File: src/rtl/pss_pkg.sv
package pss_pkg;
    typedef enum logic [1:0] {
        OP_IDLE   = 2'd0,
        OP_SHIFT  = 2'd1,
        OP_UPDATE = 2'd2,
        OP_APPLY  = 2'd3
    } op_t;
endpackage

File: src/rtl/pss_ctrl.sv
module pss_ctrl
    import pss_pkg::*;
(
    input  logic clk,
    input  logic rst_n,
    input  logic shift_req,
    input  logic update_req,
    input  logic apply_req,
    output logic do_shift,
    output logic do_load,
    output logic do_apply,
    output logic apply_first
);
    op_t state_q;
    op_t state_d;

    // Next state is the requested operation, taken in priority order.
    always_comb begin
        unique casez ({shift_req, update_req, apply_req})
            3'b1??:  state_d = OP_SHIFT;
            3'b01?:  state_d = OP_UPDATE;
            3'b001:  state_d = OP_APPLY;
            default: state_d = OP_IDLE;
        endcase
    end

    always_ff @(posedge clk or negedge rst_n) begin
        if (!rst_n) state_q <= OP_IDLE;
        else        state_q <= state_d;
    end

    always_comb begin
        do_shift    = 1'b0;
        do_load     = 1'b0;
        do_apply    = 1'b0;
        apply_first = 1'b0;
        unique case (state_d)
            OP_SHIFT:  do_shift = 1'b1;
            OP_UPDATE: do_load  = 1'b1;
            OP_APPLY: begin
                do_apply    = 1'b1;
                apply_first = (state_q != OP_APPLY);
            end
            default: ;
        endcase
    end
endmodule

File: src/rtl/pss_chain.sv
module pss_chain #(
    parameter int LEN = 8
) (
    input  logic           clk,
    input  logic           rst_n,
    input  logic           shift_i,
    input  logic           load_i,
    input  logic           sin_i,
    output logic [LEN-1:0] shadow_o,
    output logic [LEN-1:0] hold_o
);
    for (genvar g = 0; g < LEN; g++) begin : g_cell
        logic feed;
        if (g == 0) begin : g_head
            assign feed = sin_i;
        end else begin : g_body
            assign feed = shadow_o[g-1];
        end

        always_ff @(posedge clk or negedge rst_n) begin
            if (!rst_n)       shadow_o[g] <= 1'b0;
            else if (shift_i) shadow_o[g] <= feed;
        end

        always_ff @(posedge clk or negedge rst_n) begin
            if (!rst_n)      hold_o[g] <= 1'b0;
            else if (load_i) hold_o[g] <= shadow_o[g];
        end
    end
endmodule

File: src/rtl/pulse_scan_stage.sv
module pulse_scan_stage #(
    parameter int WIDTH = 8
) (
    input  logic             clk,
    input  logic             rst_n,
    input  logic             shift_en,
    input  logic             update_en,
    input  logic             apply_en,
    input  logic             scan_data_in,
    input  logic             scan_ctrl_in,
    input  logic             pulse_strobe,
    input  logic             obs_in,
    output logic             scan_data_out,
    output logic             scan_ctrl_out,
    output logic [WIDTH-1:0] logic_out
);
    localparam int LAST = WIDTH - 1;

    logic             do_shift, do_load, do_apply, apply_first;
    logic [WIDTH-1:0] data_shadow, data_hold;
    logic [WIDTH-1:0] ctrl_shadow, ctrl_hold;
    logic             obs_q;
    logic             strobe_gated;

    pss_ctrl u_ctrl (
        .clk         (clk),
        .rst_n       (rst_n),
        .shift_req   (shift_en),
        .update_req  (update_en),
        .apply_req   (apply_en),
        .do_shift    (do_shift),
        .do_load     (do_load),
        .do_apply    (do_apply),
        .apply_first (apply_first)
    );

    pss_chain #(.LEN(WIDTH)) u_data (
        .clk      (clk),
        .rst_n    (rst_n),
        .shift_i  (do_shift),
        .load_i   (do_load),
        .sin_i    (scan_data_in),
        .shadow_o (data_shadow),
        .hold_o   (data_hold)
    );

    pss_chain #(.LEN(WIDTH)) u_ctrl_chain (
        .clk      (clk),
        .rst_n    (rst_n),
        .shift_i  (do_shift),
        .load_i   (do_load),
        .sin_i    (scan_ctrl_in),
        .shadow_o (ctrl_shadow),
        .hold_o   (ctrl_hold)
    );

    // Observation cell: tail of the data chain, records the node in apply mode.
    always_ff @(posedge clk or negedge rst_n) begin
        if (!rst_n)           obs_q <= 1'b0;
        else if (do_shift)    obs_q <= data_shadow[LAST];
        else if (apply_first) obs_q <= obs_in;
        else if (do_apply)    obs_q <= obs_q | obs_in;
    end

    assign strobe_gated = pulse_strobe & do_apply;

    for (genvar i = 0; i < WIDTH; i++) begin : g_mux
        assign logic_out[i] = ctrl_hold[i] ? strobe_gated : data_hold[i];
    end

    assign scan_data_out = obs_q;
    assign scan_ctrl_out = ctrl_shadow[LAST];
endmodule

File: config.mk
export PLATFORM = sky130hd
export DESIGN_NAME = pulse_scan_stage
export DESIGN_NICKNAME = d
export VERILOG_FILES = /design/src/rtl/pss_pkg.sv /design/src/rtl/pss_ctrl.sv /design/src/rtl/pss_chain.sv /design/src/rtl/pulse_scan_stage.sv
export SDC_FILE = /design/constraint.sdc
export NUM_CORES = 1
export LEC_CHECK = 0
export BUFFER_PORTS_ARGS = -buffer_cell sky130_fd_sc_hd__buf_4
export CAP_MARGIN = 20
export CORE_MARGIN = 8
export CORE_UTILIZATION = 55
export CTS_CLUSTER_DIAMETER = 40
export CTS_CLUSTER_SIZE = 25
export DETAILED_ROUTE_END_ITERATION = 10
export PLACE_DENSITY = 0.77
export SLEW_MARGIN = 20
export SYNTH_ARGS = -nofsm -noshare
export SYNTH_HDL_FRONTEND = slang
export SYNTH_SLANG_ARGS = --single-unit
File: constraint.sdc
create_clock -name clk -period 1.1 [get_ports clk]
set_input_delay 0.11 -clock clk [delete_from_list [all_inputs] [get_ports clk]]
set_output_delay 0.11 -clock clk [all_outputs]
set_load 0.05 [all_outputs]
==> out/results.ini <==
[status]
status=finished, violations left
violations=setup timing

[placement]
portBuffers=18
dp_slack_ps=-100
routabilityCongestion=0.654
dp_cells=139
detailed_place_hpwl_mm=1.58

[sta]
fin_crit_ps=1300
clock_skew_ps=6.02
rsz0062_at_grt=yes
tightest_slew_ps=428
max_slew_margin_pct=71.5
maxSlewViolCount=0
hold_viol=0
fmax_mhz=769
finalCritPeriodShare_pct=118
setup_viol=8
setup_slack_ps=-201
fin_tns_setup_ps=-1480

[critical_path]
cp-start-kind=flip-flop
cpPeakStageDelay_ps=410
path_cells=mux2_4 -> buf_8
timing.rr.start=u_ctrl_chain.hold_o[3]
r2r-end=u_ctrl_chain.hold_o[3]
critPathKind=reg2out
required_ps=990
critPathSlowestCell=dfrtp_1
cp.arrival_ps=1190
r2r_cells=2
endpoint_kind=output port
rrSetupSlack_ps=190
path_max_fanout=2

[flow_run]
cap_violations=0

[cts]
cts_buffer_depth=2
cts_made_buffers=5
clkSinkCount=35
cts_tree=built
cts.clk_slew.worst_paths_ps=90
clkLatencyLatePin_ps=320
htreeDepth=2
ctsRootBufferMaster=clkbuf_4

[route]
drc=0
ant_nets=0
drtIter0Drc=23
drt_pass1_iterations=3
wl_mm=2.26
maxUsedRoutingLayer=met4
wl_met1_mm=1.01
wl_per_cell_um=15.1
routed_via_density=5.30
dr_wl_met3_um=137
vias=795
route.met2.wl_mm=1.09

[global_routing]
grt_max_degree=36
antenna_found_initial=0
grt_pass1_vias=896
grtUsageTotal_pct=12.4
grt_pass1_wl_mm=4.04
grt-ovfl-total=0

[hold_path]
hold_class=in2reg
hp-start=scan_ctrl_in
whs_endpoint=u_ctrl_chain.g_cell[1].feed
whs_path_depth=2

[floorplan]
die-height_um=66.8
die_w_um=66.8
coreArea_um2=2450
rows=18
die_area_um2=4460
initial_core_util_pct=57.7
boundaryPins=19

[layout]
drive_above_1_share_pct=52.5
fin_nets=130
syn_to_final_growth_pct=24.7
fillers=163
seq_area_um2=876
antenna_cells=0
stdcell_count=150
final_util_pct=72.0
multi_input_area_um2=538

[synthesis]
syn_area_um2=1420
synth_cell_types=12
synth.avg_cell_area_um2=15.9
synth.yosys.seq_area_share_pct=61.8
yosysWarningCount=0
synthCells=89
syn_nets=98
synth.ff_latch_count=35

[power]
leakage_uw=0.000805
power_density_nw_per_um2=2300
ir_worst_vdd_mv=1.69

-- placed cells by master (no fill, tap or decap), drive strengths merged --
master,instances
clkbuf,6
nand2,1
dlygate4sd3,2
o31ai,1
buf,27
nor3b,1
mux2,40
nand2b,2
a311oi,1
nor2b,2
dfrtp,35
nor2,2
-- through the flow --
stage,total power [µW],area [µm²],hold WS (ps)
3_3_place_gp,3200,1610,76.2
4_1_cts,3940,1700,17.4
2_1_floorplan,2850,1420,-186
3_5_place_dp,3250,1610,81.0
6_report,4070,1770,36.0
5_1_grt,4340,1770,4.74
-- Yosys cell counts --
library cell	n	area share, %
a311oi_1	1	0.62
buf_2	3	1.1
buf_6	1	0.79
dfrtp_1	35	62
mux2_1	10	7.9
mux2_2	30	24
nand2_1	1	0.26
nand2b_1	2	0.88
nor2_1	2	0.53
nor2b_1	2	0.88
nor3b_2	1	0.88
o31ai_1	1	0.53
-- worst max path at each step --
| stage | slack, ps | cells after the start | endpoint | startpoint |
|---|---|---|---|---|
| global placement | -90 | 6 | logic_out[3] | update_en |
| finish | -200 | 2 | logic_out[0] | u_ctrl_chain.hold_o[0] |
| detailed placement | -100 | 6 | logic_out[6] | update_en |
| CTS | -210 | 2 | logic_out[6] | u_ctrl_chain.hold_o[6] |
| floorplan | 8 | 2 | scan_data_out | scan_data_out |
| global route | -260 | 2 | logic_out[6] | u_ctrl_chain.hold_o[6] |
-- cells by family after synthesis --
family                 count (synthesis)  synth area share (%)
multiplexers                          40                  31.8
buffers and inverters                  4                  1.85
flip-flops                            35                  61.8
AO/OA/AOI/OAI                          2                  1.15
AND/OR/NAND/NOR                        8                  3.44
-- critical path, delay by kind of cell, from the launching register on --
kind,cells,cell delay [ps]
muxes,1,320
DFF,1,410
buffers and inverters,1,150
-- sequential cells by signal (all words and copies together), names as in the netlist --
register and count:
u_data.hold_o 8, scan_data_out 1, u_data.shadow_o 1, u_ctrl_chain.g_cell.feed 7, u_data.g_cell.feed 7, u_ctrl.state_q 2, u_ctrl_chain.shadow_o 1, u_ctrl_chain.hold_o 8
-- power by group --
part           leakage, µW  total, µW  switching, µW  internal (µW)
registers         0.000415       1900            234           1670
clock network    0.0000242        579            352            227
logic             0.000366       1590            776            813
-- what timing repair did --
action / in CTS / in global routing
buffers inserted: 0 / 3
endpoints found under the setup margin: 8 / 9
hold buffers: 1 / 1
cloned: 0 / 0
resized for setup: 10 / 10
hold endpoints to repair: 35 / 1
-- metal layers --
layer  global-route usage [%]  up-vias
met5                        0        -
met4                     4.80        0
met3                     7.05        2
met2                     19.2       16
met1                     13.8      394
li1                         -      383
-- area by class of cell --
type                            instances  area share, %
Timing Repair Buffer                   29           15.6
Tap cell                               30           2.12
Multi-Input combinational cell         50           30.4
Clock buffer                            6           2.34
Sequential cell                        35           49.5
Power figures use the tool's default switching activity.
